File: src/rtl/ackgen_pkg.sv
package ackgen_pkg;
  // Output bundle produced by the acknowledge stage
  typedef struct packed {
    logic ack_n;
    logic ack_oe;
    logic done;
  } ack_out_t;

  localparam int unsigned ACKGEN_DEF_REGIONS = 4;
  localparam int unsigned ACKGEN_DEF_WAIT_W  = 3;
endpackage

File: src/rtl/ackgen_region.sv
module ackgen_region #(
  parameter int unsigned N_REG  = 4,
  parameter int unsigned WAIT_W = 3,
  parameter logic [N_REG*WAIT_W-1:0] RESET_WAITS = '0
) (
  input  logic                    clk,
  input  logic                    rst,
  input  logic                    cfg_we,
  input  logic [N_REG*WAIT_W-1:0] cfg_wdata,
  input  logic [N_REG-1:0]        region_sel,
  output logic                    sel_any,
  output logic [WAIT_W-1:0]       sel_wait
);
  localparam int unsigned IDX_W = (N_REG > 1) ? $clog2(N_REG) : 1;

  logic [WAIT_W-1:0] waits [N_REG];
  logic [IDX_W-1:0]  sel_idx;

  // One count register per region
  generate
    for (genvar g = 0; g < N_REG; g++) begin : g_wait
      always_ff @(posedge clk) begin
        if (rst)         waits[g] <= RESET_WAITS[g*WAIT_W +: WAIT_W];
        else if (cfg_we) waits[g] <= cfg_wdata[g*WAIT_W +: WAIT_W];
      end
    end
  endgenerate

  // Lowest-numbered selected region wins
  always_comb begin
    sel_idx = '0;
    for (int i = N_REG - 1; i >= 0; i--) begin
      if (region_sel[i]) sel_idx = IDX_W'(i);
    end
  end

  assign sel_any  = |region_sel;
  assign sel_wait = waits[sel_idx];


  prio_low_chk: assert property (@(posedge clk) disable iff (rst)
    (region_sel[0] && !$past(cfg_we) && !$past(rst)) |-> (sel_wait == $past(waits[0])));
endmodule

File: src/rtl/ackgen_chain.sv
module ackgen_chain #(
  parameter int unsigned WAIT_W = 3
) (
  input  logic              clk,
  input  logic              rst,
  input  logic              ds_act,
  input  logic [WAIT_W-1:0] sel_wait,
  output logic              ready
);
  localparam int unsigned TAPS = (1 << WAIT_W) - 1;

  logic [TAPS-1:0] sr;
  logic [TAPS:0]   taps;

  // Thermometer shift register: fills while strobes stay active
  always_ff @(posedge clk) begin
    if (rst || !ds_act) sr <= '0;
    else                sr <= {sr[TAPS-2:0], 1'b1};
  end

  assign taps  = {sr, ds_act};
  assign ready = ds_act & taps[sel_wait];


  ready_hold_chk: assert property (@(posedge clk) disable iff (rst)
    (ds_act && $past(ds_act) && $past(ready) && $stable(sel_wait)) |-> ready);
endmodule

File: src/rtl/ackgen_out.sv
module ackgen_out
  import ackgen_pkg::*;
(
  input  logic     clk,
  input  logic     rst,
  input  logic     ds_act,
  input  logic     sel_any,
  input  logic     vpa_n,
  input  logic     ready,
  output ack_out_t q
);
  always_ff @(posedge clk) begin
    if (rst) begin
      q.ack_n  <= 1'b1;
      q.ack_oe <= 1'b0;
      q.done   <= 1'b0;
    end else begin
      q.ack_n  <= ~(ds_act & sel_any & vpa_n & ready);
      q.ack_oe <= sel_any;
      q.done   <= ~q.ack_n & ~ds_act;
    end
  end


  vpa_block_chk: assert property (@(posedge clk) disable iff (rst)
    !$past(vpa_n) |-> q.ack_n);


  release_chk: assert property (@(posedge clk) disable iff (rst)
    !$past(ds_act) |-> q.ack_n);


  nosel_chk: assert property (@(posedge clk) disable iff (rst)
    !$past(sel_any) |-> (q.ack_n && !q.ack_oe));


  done_single_chk: assert property (@(posedge clk) disable iff (rst)
    q.done |=> !q.done);
endmodule

File: src/rtl/ackgen_waitstate.sv
module ackgen_waitstate
  import ackgen_pkg::*;
#(
  parameter int unsigned N_REG  = ACKGEN_DEF_REGIONS,
  parameter int unsigned WAIT_W = ACKGEN_DEF_WAIT_W,
  parameter logic [N_REG*WAIT_W-1:0] RESET_WAITS = {N_REG{WAIT_W'(1)}}
) (
  input  logic                    clk,
  input  logic                    rst,
  input  logic                    as_n,
  input  logic                    uds_n,
  input  logic                    lds_n,
  input  logic                    vpa_n,
  input  logic [N_REG-1:0]        region_sel,
  input  logic                    cfg_we,
  input  logic [N_REG*WAIT_W-1:0] cfg_wdata,
  output logic                    ack_n,
  output logic                    ack_oe,
  output logic                    done_pulse
);
  logic              ds_act;
  logic              sel_any;
  logic [WAIT_W-1:0] sel_wait;
  logic              ready;
  ack_out_t          oq;

  // Timing starts from a data strobe inside an address-strobe cycle
  assign ds_act = ~as_n & (~uds_n | ~lds_n);

  ackgen_region #(.N_REG(N_REG), .WAIT_W(WAIT_W), .RESET_WAITS(RESET_WAITS)) u_region (
    .clk(clk), .rst(rst), .cfg_we(cfg_we), .cfg_wdata(cfg_wdata),
    .region_sel(region_sel), .sel_any(sel_any), .sel_wait(sel_wait));

  ackgen_chain #(.WAIT_W(WAIT_W)) u_chain (
    .clk(clk), .rst(rst), .ds_act(ds_act), .sel_wait(sel_wait), .ready(ready));

  ackgen_out u_out (
    .clk(clk), .rst(rst), .ds_act(ds_act), .sel_any(sel_any),
    .vpa_n(vpa_n), .ready(ready), .q(oq));

  assign ack_n      = oq.ack_n;
  assign ack_oe     = oq.ack_oe;
  assign done_pulse = oq.done;


  as_only_chk: assert property (@(posedge clk) disable iff (rst)
    ($past(uds_n) && $past(lds_n)) |-> ack_n);


  zero_wait_chk: assert property (@(posedge clk) disable iff (rst)
    ($past(ds_act) && $past(sel_any) && $past(vpa_n) && ($past(sel_wait) == '0)) |-> !ack_n);
endmodule

File: config.mk
export PLATFORM = sky130hd
export DESIGN_NAME = ackgen_waitstate
export DESIGN_NICKNAME = d
export VERILOG_FILES = /design/src/rtl/ackgen_pkg.sv /design/src/rtl/ackgen_region.sv /design/src/rtl/ackgen_chain.sv /design/src/rtl/ackgen_out.sv /design/src/rtl/ackgen_waitstate.sv
export SDC_FILE = /design/constraint.sdc
export NUM_CORES = 1
export LEC_CHECK = 0
export BUFFER_PORTS_ARGS = -buffer_cell sky130_fd_sc_hd__buf_2
export CORE_MARGIN = 2
export CORE_UTILIZATION = 45
export DETAILED_ROUTE_END_ITERATION = 16
export HOLD_SLACK_MARGIN = 0.1
export PLACE_DENSITY = 0.76
export SYNTH_ARGS = -nofsm -noshare
export SYNTH_HDL_FRONTEND = slang
export SYNTH_SLANG_ARGS = --single-unit
File: constraint.sdc
create_clock -name clk -period 3.3 [get_ports clk]
set_input_delay 0.495 -clock clk [delete_from_list [all_inputs] [get_ports clk]]
set_output_delay 0.495 -clock clk [all_outputs]
set_load 0.05 [all_outputs]
Word-level counts from Yosys, hierarchy flattened
Memory sizes are Yosys's and may differ from the RTL's.
Index checks and enable logic that the tools add are counted.
{"block": "op_classes", "n_bitwise": 17, "n_mux": 16, "n_reduce_logical": 3, "magnitude_cmp": 1}
{"op": "3-bit two-way mux", "n": 4}
{"op": "2-bit two-way mux", "n": 4}
{"op": "1-bit two-way mux", "n": 7}
{"op": "1-bit AND", "n": 6}
{"op": "1-bit NOT", "n": 6}
{"op": "1-bit bitwise OR", "n": 5}
{"op": "3-bit by 4-bit < comparator with 1-bit output, second input constant", "n": 1}
{"op": "4-bit OR reduction", "n": 1}
{"op": "1-bit binary-select mux with 3-bit select", "n": 1}
{"op": "1-bit zero test", "n": 1}
{"op": "1-bit logical OR", "n": 1}
{"block": "word_totals", "ramBits": 12, "reg_bits": 10, "n_memories": 1, "wordCells": 43, "output_inout_bits": 3, "input_bits": 23}
{"memory": "u_region.waits", "depth": 4, "width": 3, "rd": 1, "rd_ports_with_merged_regs": 0, "wr": 4, "line": "ackgen_region.sv:16", "source": "logic [WAIT_W-1:0] waits [N_REG];"}

Longest topological paths before layout
Gate-level depths: netlist (run 1).
An unclocked memory read counts as a cell.
{"block": "depth", "word_depth": 10, "depth_mapped": 6, "ltp_nobuf": 5}

Cells and area by module
Synthesis (run 1) repeated with hierarchy kept, for this count alone.
{"block": "unflattened", "cells_unflattened": 77, "area_unflattened_um2": 963.4}
{"module": "ackgen_region", "cells_per_inst": 49, "seq_area_each_um2": 360.3, "instances": 1, "area_each_um2": 620.6}
{"module": "ackgen_chain", "cells_per_inst": 21, "seq_area_each_um2": 140.1, "instances": 1, "area_each_um2": 249.0}
{"module": "ackgen_out", "cells_per_inst": 6, "seq_area_each_um2": 60.1, "instances": 1, "area_each_um2": 85.1}
{"module": "ackgen_waitstate", "cells_per_inst": 1, "seq_area_each_um2": 0.0, "instances": 1, "area_each_um2": 8.8}

Least setup slack after synthesis (run 1)
No wires, ideal clock.
{"block": "synth_timing", "path_type": "input to register", "start": "input port region_sel[1]", "end": "register, netlist name u_out.q[2]", "stages": 6, "required_time_ns": 3.174, "arrival_ns": 1.464, "path_buffers": 1, "setup_ns": 0.126, "slack_ns": 1.710, "cell_sequence": "buf_2 -> and3b_1 -> a311oi_1 -> o21a_1 -> and4_1 -> a32oi_1"}
{"block": "synth_via", "elab_chain_cells": 8, "word_cells_on_any_way": 11, "cone_classes": "mux (4); bitwise (5); reduce/logical (1); memory (1)"}
{"item": "start, declared", "line": "ackgen_waitstate.sv:14", "source": "input logic [N_REG-1:0] region_sel,"}
{"item": "2-bit two-way mux (2 in a row)", "line": "ackgen_region.sv:33", "source": "if (region_sel[i]) sel_idx = IDX_W'(i);"}
{"item": "memory read 4 x 3 bit"}
{"item": "1-bit binary-select mux with 3-bit select", "line": "ackgen_chain.sv:22", "source": "assign ready = ds_act & taps[sel_wait];"}
{"item": "1-bit two-way mux (implied by the code)", "line": "ackgen_chain.sv:22"}
{"item": "1-bit AND", "line": "ackgen_chain.sv:22"}
{"item": "1-bit AND *", "line": "ackgen_out.sv:18", "source": "q.ack_n <= ~(ds_act & sel_any & vpa_n & ready);"}
{"item": "1-bit NOT *", "line": "ackgen_out.sv:18"}
Mark *: on every way between the ends. The rest lies on a longest branch, timed or not. The select of a mux whose other input is x is not followed.
A chain may end at the register's enable or synchronous reset.

Worst setup path in the final report (run 1)
{"block": "layout_timing", "start": "memory u_region.waits[0][1]", "end": "register, netlist name u_out.q[2]"}
{"block": "layout_via", "elab_chain_cells": 6}
{"item": "start, declared", "line": "ackgen_region.sv:16"}
{"item": "memory read 4 x 3 bit"}
{"item": "1-bit binary-select mux with 3-bit select", "line": "ackgen_chain.sv:22"}
{"item": "1-bit two-way mux (implied by the code)", "line": "ackgen_chain.sv:22"}
{"item": "1-bit AND", "line": "ackgen_chain.sv:22"}
{"item": "1-bit AND", "line": "ackgen_out.sv:18"}
{"item": "1-bit NOT", "line": "ackgen_out.sv:18"}
No other way between the ends. The select of a mux whose other input is x is not followed.

==> run_results.csv, run 1 <==
group,metric,value,unit
setup_path,start_kind,"flop",
clock_network,clockRootBuffer,"clkbuf_4",
synthesis,synth_edf_count,12,
setup_path,critPathMaxStageDelay,390,ps
synthesis,syn_nets,111,
power_and_ir_drop,vdd_drop_max,0.316,mV
synthesis,ys_ff_latch,22,
setup_path,path_cells,"or3b_1 > a21oi_1 > o21ai_0 > a32oi_1 > a32oi_1",
synthesis,synthArstFlopShare,0,%
place,placed_area,1120,um^2
setup_path,required,3490,ps
floorplan,rows,16,
global_route,antenna_found_initial,0,
synthesis,netlist_area,977,um^2
hold_path,hold_path_depth,1,
sta,timing.hold.ws,419,ps
place,pre_cts_slack,1480,ps
final_layout,fin_cells,140,
floorplan,start_util,48.8,%
final_layout,multi_input_area,397,um^2
hold_path,hold_path_class,"reg2reg",
setup_path,worstPathMaxFanout,4,
setup_path,crit_start,"u_region.waits[0][1]",
setup_path,path_common_cell,"a32oi_1",
power_and_ir_drop,powerDensity,487,nW/um^2
sta,tns,0,ps
final_layout,seqCellArea,561,um^2
sta,finalWorstSetupSlack,1730,ps
synthesis,synth_most_common_cell,"and2_1",
setup_path,worstSetupPathType,"reg2reg",
place,hpwl,1.33,mm
clock_network,tritoncts,"yes",
global_route,grt_pass1_vias,682,
clock_network,clk_latency,310,ps
final_layout,utilization,58.6,%
synthesis,synth.area.top_cells,"edfxtp_1 (37%), dfxtp_1 (20%), and2_1 (9.6%)",
hold_path,hp-start,"u_out.q[2]",
global_route,gr-usage-met2,27.6,%
synthesis,synth_seq_area_share,57.4,%
final_layout,num-fill-cells,181,
setup_path,crit_slowest_cell,"edfxtp_1",
sta,hold_viol,0,
place,numPortBuffers,25,
drt,vias,732,
final_layout,nNetsFinal,137,
floorplan,boundaryPins,26,
sta,maxSlewViolCount,0,
clock_network,postCtsSetupBuffers,0,
sta,max_freq,637,MHz
synthesis,yosys-top-cells-count,"and2_1 (15), edfxtp_1 (12), dfxtp_1 (10)",
synthesis,yosys_warnings,0,
drt,wire_per_inst,12.2,um
power_and_ir_drop,p_total,0.571,mW
setup_path,arrival,1760,ps
clock_network,numCtsBuffers,3,
floorplan,die_x,50.6,um
synthesis,synth_top_area_cell,"edfxtp_1",
synthesis,synth_top_area_share,36.9,%
final_layout,drive_above_1_share,26.5,%
clock_network,path_clk_slew,130,ps
sta,fin_skew,15.1,ps
setup_path,rr_worst_depth,5,
global_route,grt_busiest_layer,"met2",
drt,drc,0,
synthesis,netlist_instances,88,
sta,post-route-min-period,1570,ps
clock_network,clock_path_buffers,2,
power_and_ir_drop,leakage,0.469,nW
global_route,grt_pass1_wl,2.95,mm
status,outcome,"finished clean",
sta,period_share,47.6,%
synthesis,synth_cell_types,29,
global_route,gr-usage-met3,5.36,%
drt,ant_nets,0,
setup_path,timing.rr.start,"u_region.waits[0][1]",
final_layout,insertedDiodeCount,0,
floorplan,die_area,2560,um^2
global_route,grt.overflow.total,0,
drt,drt-total-wl,1.70,mm
job,drv_cap,0,
global_route,grt_max_degree,14,
drt,dr.pass1.iters,4,
final_layout,final_cell_area,1170,um^2
place,place_inst,136,
floorplan,coreArea,2000,um^2
final_layout,area_delta_synth_final,20.0,%
sta,worst_slew_pin_slew,601,ps
floorplan,dieHeight,50.6,um
drt,drt_iter0_markers,4,
sta,slew_headroom,59.8,%
place,gp_congestion,0.942,
clock_network,ctsHoldBuffers,0,
clock_network,cts_resized,0,
global_route,use_met1,17.4,%
synthesis,ys.flop_type,"edfxtp_1",
synthesis,synth_area_per_cell,11.1,um^2
sta,setup_violations,0,
setup_path,cp-end-kind,"flop",
sta,rsz0062_at_grt,"false",
drt,vias_per_cell,5.23,
clock_network,cts.sinks,22,
clock_network,ctsHtreeMaxLevel,1,
global_route,grt.total_usage,15.5,%
## cell families (layout without fill, tap and decap cells)
family,count (synthesis),after routing,share of synthesized area [%]
and+or+nand+nor,41,41,26.1
DFF,22,22,57.4
AOI/OAI and AO/OA,20,20,14.5
buffers and inverters,5,30,2.05
## critical path: cells and delay by family, from the launching register on
family / cells / cell delay (ps)
AO/OA/AOI/OAI: 4 / 690
flip-flops: 1 / 390
AND/OR/NAND/NOR: 1 / 370
## cell usage in the layout (no fill, tap or decap), drive strengths merged, types with 2 or more instances in the layout
cell     n
nand3b   3
buf     25
clkbuf   3
nor2b    3
a32oi    4
nand2    2
nor2     2
nor3     2
edfxtp  12
a21oi    3
o21ai    5
dfxtp   10
and2    15
nand2b   5
nand3    4
a21o     2
## power breakdown
part | total, mW | internal (mW) | switching [mW]
logic | 0.0601 | 0.0270 | 0.0330
clock network | 0.203 | 0.123 | 0.0797
registers | 0.309 | 0.304 | 0.00494
## path summary, 6_finish.rpt
kind	endpoint	slack, ps
max	u_out.q[2]	1730
min	u_out.q[0]	420
max reg2reg	u_out.q[2]	1730
min reg2reg	u_out.q[0]	420
## per-layer routing
| metal | up-vias | share of wire [%] | wire [um] |
|---|---|---|---|
| met1 | 339 | 41 | 693 |
| met2 | 20 | 52 | 888 |
| met5 | - | 0 | 0 |
| met3 | 2 | 6.2 | 106 |
| li1 | 371 | - | - |
| met4 | 0 | 0.88 | 15 |
## layout make-up
class	instances	share of cell area [%]
flip-flops and latches	22	47.8
multi-input cells	61	33.8
repair buffers	25	10.7
well taps	27	2.88
clock inverters	1	2.56
clock buffers	3	1.92
inverters	1	0.320
## registers in the layout (all words and copies together) (netlist names)
signal,cells
u_out.q,3
u_chain.sr,7
u_region.waits,12
(Power assumes the default switching activity.)
==> run 2, diff against run 1 <==
Settings changed: ABC_AREA set to 1, PLACE_DENSITY 0.76 to 0.77.
Clock period 3.3 ns to 1.33 ns, I/O delays scaled along.
==> run_results.csv, run 2 <==
group,metric,value,unit
clock_network,ctsHtreeMaxLevel,1,
power_and_ir_drop,powerDensity,989,nW/um^2
final_layout,area_delta_synth_final,19.9,%
sta,period_share,96.7,%
global_route,grt.total_usage,16.9,%
setup_path,worstPathMaxFanout,8,
setup_path,rr_worst_depth,7,
setup_path,worstSetupPathType,"in2reg",
setup_path,start_kind,"primary input",
sta,tns,0,ps
drt,vias_per_cell,4.71,
final_layout,largest_reg_flops,12,
setup_path,critPathMaxStageDelay,530,ps
setup_path,crit_start,"rst",
drt,drc,0,
setup_path,rr_endpoint,"u_out.q[2]",
synthesis,synthArstFlopShare,0,%
setup_path,arrival,1340,ps
clock_network,path_clk_slew,120,ps
drt,vias,919,
setup_path,required,1380,ps
synthesis,syn_nets,158,
floorplan,die_x,53.5,um
setup_path,crit_slowest_cell,"dlygate4sd3_1",
status,outcome,"finished clean",
final_layout,insertedDiodeCount,0,
clock_network,clockRootBuffer,"clkbuf_4",
global_route,grt_max_degree,13,
setup_path,r2r_setup_slack,120,ps
synthesis,synth_seq_area_share,50.9,%
drt,dr.pass1.iters,5,
sta,maxSlewViolCount,0,
hold_path,hp-start,"cfg_wdata[3]",
final_layout,largest_register,"u_region.waits",
sta,worst_slew_pin_slew,269,ps
drt,ant_nets,0,
final_layout,drive_above_1_share,29.9,%
power_and_ir_drop,vdd_drop_max,0.847,mV
final_layout,num-fill-cells,220,
synthesis,synth_cell_types,22,
floorplan,rows,17,
sta,post-route-min-period,1290,ps
global_route,use_met1,18.9,%
job,drv_cap,0,
synthesis,yosys-top-cells-count,"inv_1 (27), nor2_1 (22), nand3_1 (19)",
setup_path,timing.rr.start,"u_region.waits[3][0]",
floorplan,start_util,48.9,%
sta,finalWorstSetupSlack,43.8,ps
floorplan,dieHeight,53.5,um
drt,drt_iter0_markers,26,
synthesis,synth_area_per_cell,8.17,um^2
sta,max_freq,777,MHz
synthesis,synth_edf_count,12,
floorplan,die_area,2860,um^2
sta,fin_skew,12.5,ps
sta,slew_headroom,81.9,%
setup_path,cp-end-kind,"flop",
final_layout,final_common_cell,"inv_1",
final_layout,nNetsFinal,191,
final_layout,seqCellArea,561,um^2
clock_network,numCtsBuffers,3,
synthesis,synth_most_common_cell,"inv_1",
global_route,grt.overflow.total,0,
setup_path,path_cells,"dlygate4sd3_1 > buf_2 > nor2_2 > inv_2 > or2_2",
synthesis,netlist_area,1100,um^2
drt,wire_per_inst,10.1,um
global_route,grt_pass1_vias,889,
synthesis,synth.area.top_cells,"edfxtp_1 (33%), dfxtp_1 (18%), inv_1 (9.2%)",
sta,setup_violations,0,
synthesis,netlist_instances,135,
synthesis,ys.flop_type,"edfxtp_1",
clock_network,tritoncts,"yes",
synthesis,ys_ff_latch,22,
final_layout,final_cell_mix,"inv_1 (27), buf_2 (25), nor2_1 (21), nand3_1 (18), nand2_1 (16)",
sta,rsz0062_at_grt,"false",
synthesis,synth_top_area_share,32.7,%
clock_network,clock_path_buffers,2,
global_route,grt_busiest_layer,"met2",
global_route,antenna_found_initial,0,
floorplan,coreArea,2250,um^2
drt,drt-total-wl,1.97,mm
place,pre_cts_slack,-43.3,ps
global_route,gr-usage-met2,31.1,%
place,numPortBuffers,25,
power_and_ir_drop,leakage,0.655,nW
clock_network,clk_latency,300,ps
place,gp_congestion,0.853,
synthesis,yosys_warnings,0,
global_route,grt_pass1_wl,3.42,mm
final_layout,reg.largest.list,"u_region.waits (12), u_chain.sr (7), u_out.q (3)",
floorplan,boundaryPins,26,
setup_path,cp-endpoint,"u_region.waits[2][0]",
sta,hold_viol,0,
hold_path,hold_path_class,"in2reg",
clock_network,postCtsSetupBuffers,0,
place,hpwl,1.60,mm
global_route,gr-usage-met3,2.54,%
synthesis,synth_top_area_cell,"edfxtp_1",
clock_network,cts.sinks,22,
final_layout,multi_input_area,418,um^2
[run 2: changes by cell type in the layout (fill, tap and decap cells not counted), moves of 4 or more]
cell      previous run  this run
a32oi_1              4         0
and2_1              15         0
buf_4                0         4
inv_1                1        27
inv_2                0         4
nand2_1              2        16
nand2_2              0         4
nand2b_1             5         0
nand3_1              4        18
nor2_1               2        21
[run 2: logic make-up (layout without fill, tap and decap cells)]
group                  after synthesis  after routing  share of synthesized area (%)
and+or+nand+nor                     74             74                           33.9
buffers and inverters               33             65                           11.9
DFF                                 22             22                           50.9
AOI/OAI and AO/OA                    6              6                           3.29
[run 2: per-stage QoR]
| stage | utilization (%) | total power [mW] | cells | cell area [um^2] | hold slack, ps |
|---|---|---|---|---|---|
| 4_1_cts | 58.3 | 1.32 | 195 | 1310 | 138 |
| 2_1_floorplan | - | 0.945 | 135 | 1100 | 272 |
| 3_3_place_gp | 56.7 | 1.01 | 190 | 1280 | 418 |
| 3_5_place_dp | 56.7 | 1.02 | 190 | 1280 | 418 |
| 5_1_grt | 58.6 | 1.39 | 195 | 1320 | 138 |
| 6_report | 58.6 | 1.31 | 195 | 1320 | 145 |
[run 2: cell type report]
type	instances	share of cell area, %
Sequential cell	22	42.4
Multi-Input combinational cell	80	31.6
Timing Repair Buffer	30	12.5
Inverter	31	8.81
Tap cell	28	2.65
Clock buffer	4	1.99
[run 2: worst max-delay path, delay by kind of cell]
kind,cells,cell delay (ps)
AND/OR/NAND/NOR,2,380
buffers and inverters,3,760
[run 2: worst min-delay path by stage]
stage          slack, ps  cells after the start                    to
2_1_floorplan        270                      1            u_out.q[1]
3_3_place_gp         420                      2            u_out.q[1]
3_5_place_dp         420                      2            u_out.q[1]
4_1_cts              140                      2  u_region.waits[1][0]
5_1_grt              140                      2  u_region.waits[1][0]
6_report             140                      2  u_region.waits[1][0]
[run 2: routing by layer]
layer | vias to the layer above | routed length [um]
met1 | 407 | 853
met2 | 26 | 1020
li1 | 484 | -
met4 | 0 | 19
met3 | 2 | 74
met5 | - | 0
[run 2: timing repair]
item	4_1_cts	5_1_grt
hold buffers	1	0
endpoints found under the hold margin	1	0
resized for setup	0	2
endpoints found under the setup margin	0	2
[run 2: report_power, final]
group	switching [mW]	internal, mW	total (mW)
Sequential	0.0138	0.754	0.768
Combinational	0.142	0.0988	0.241
Clock	0.182	0.117	0.298
Total	0.338	0.969	1.31
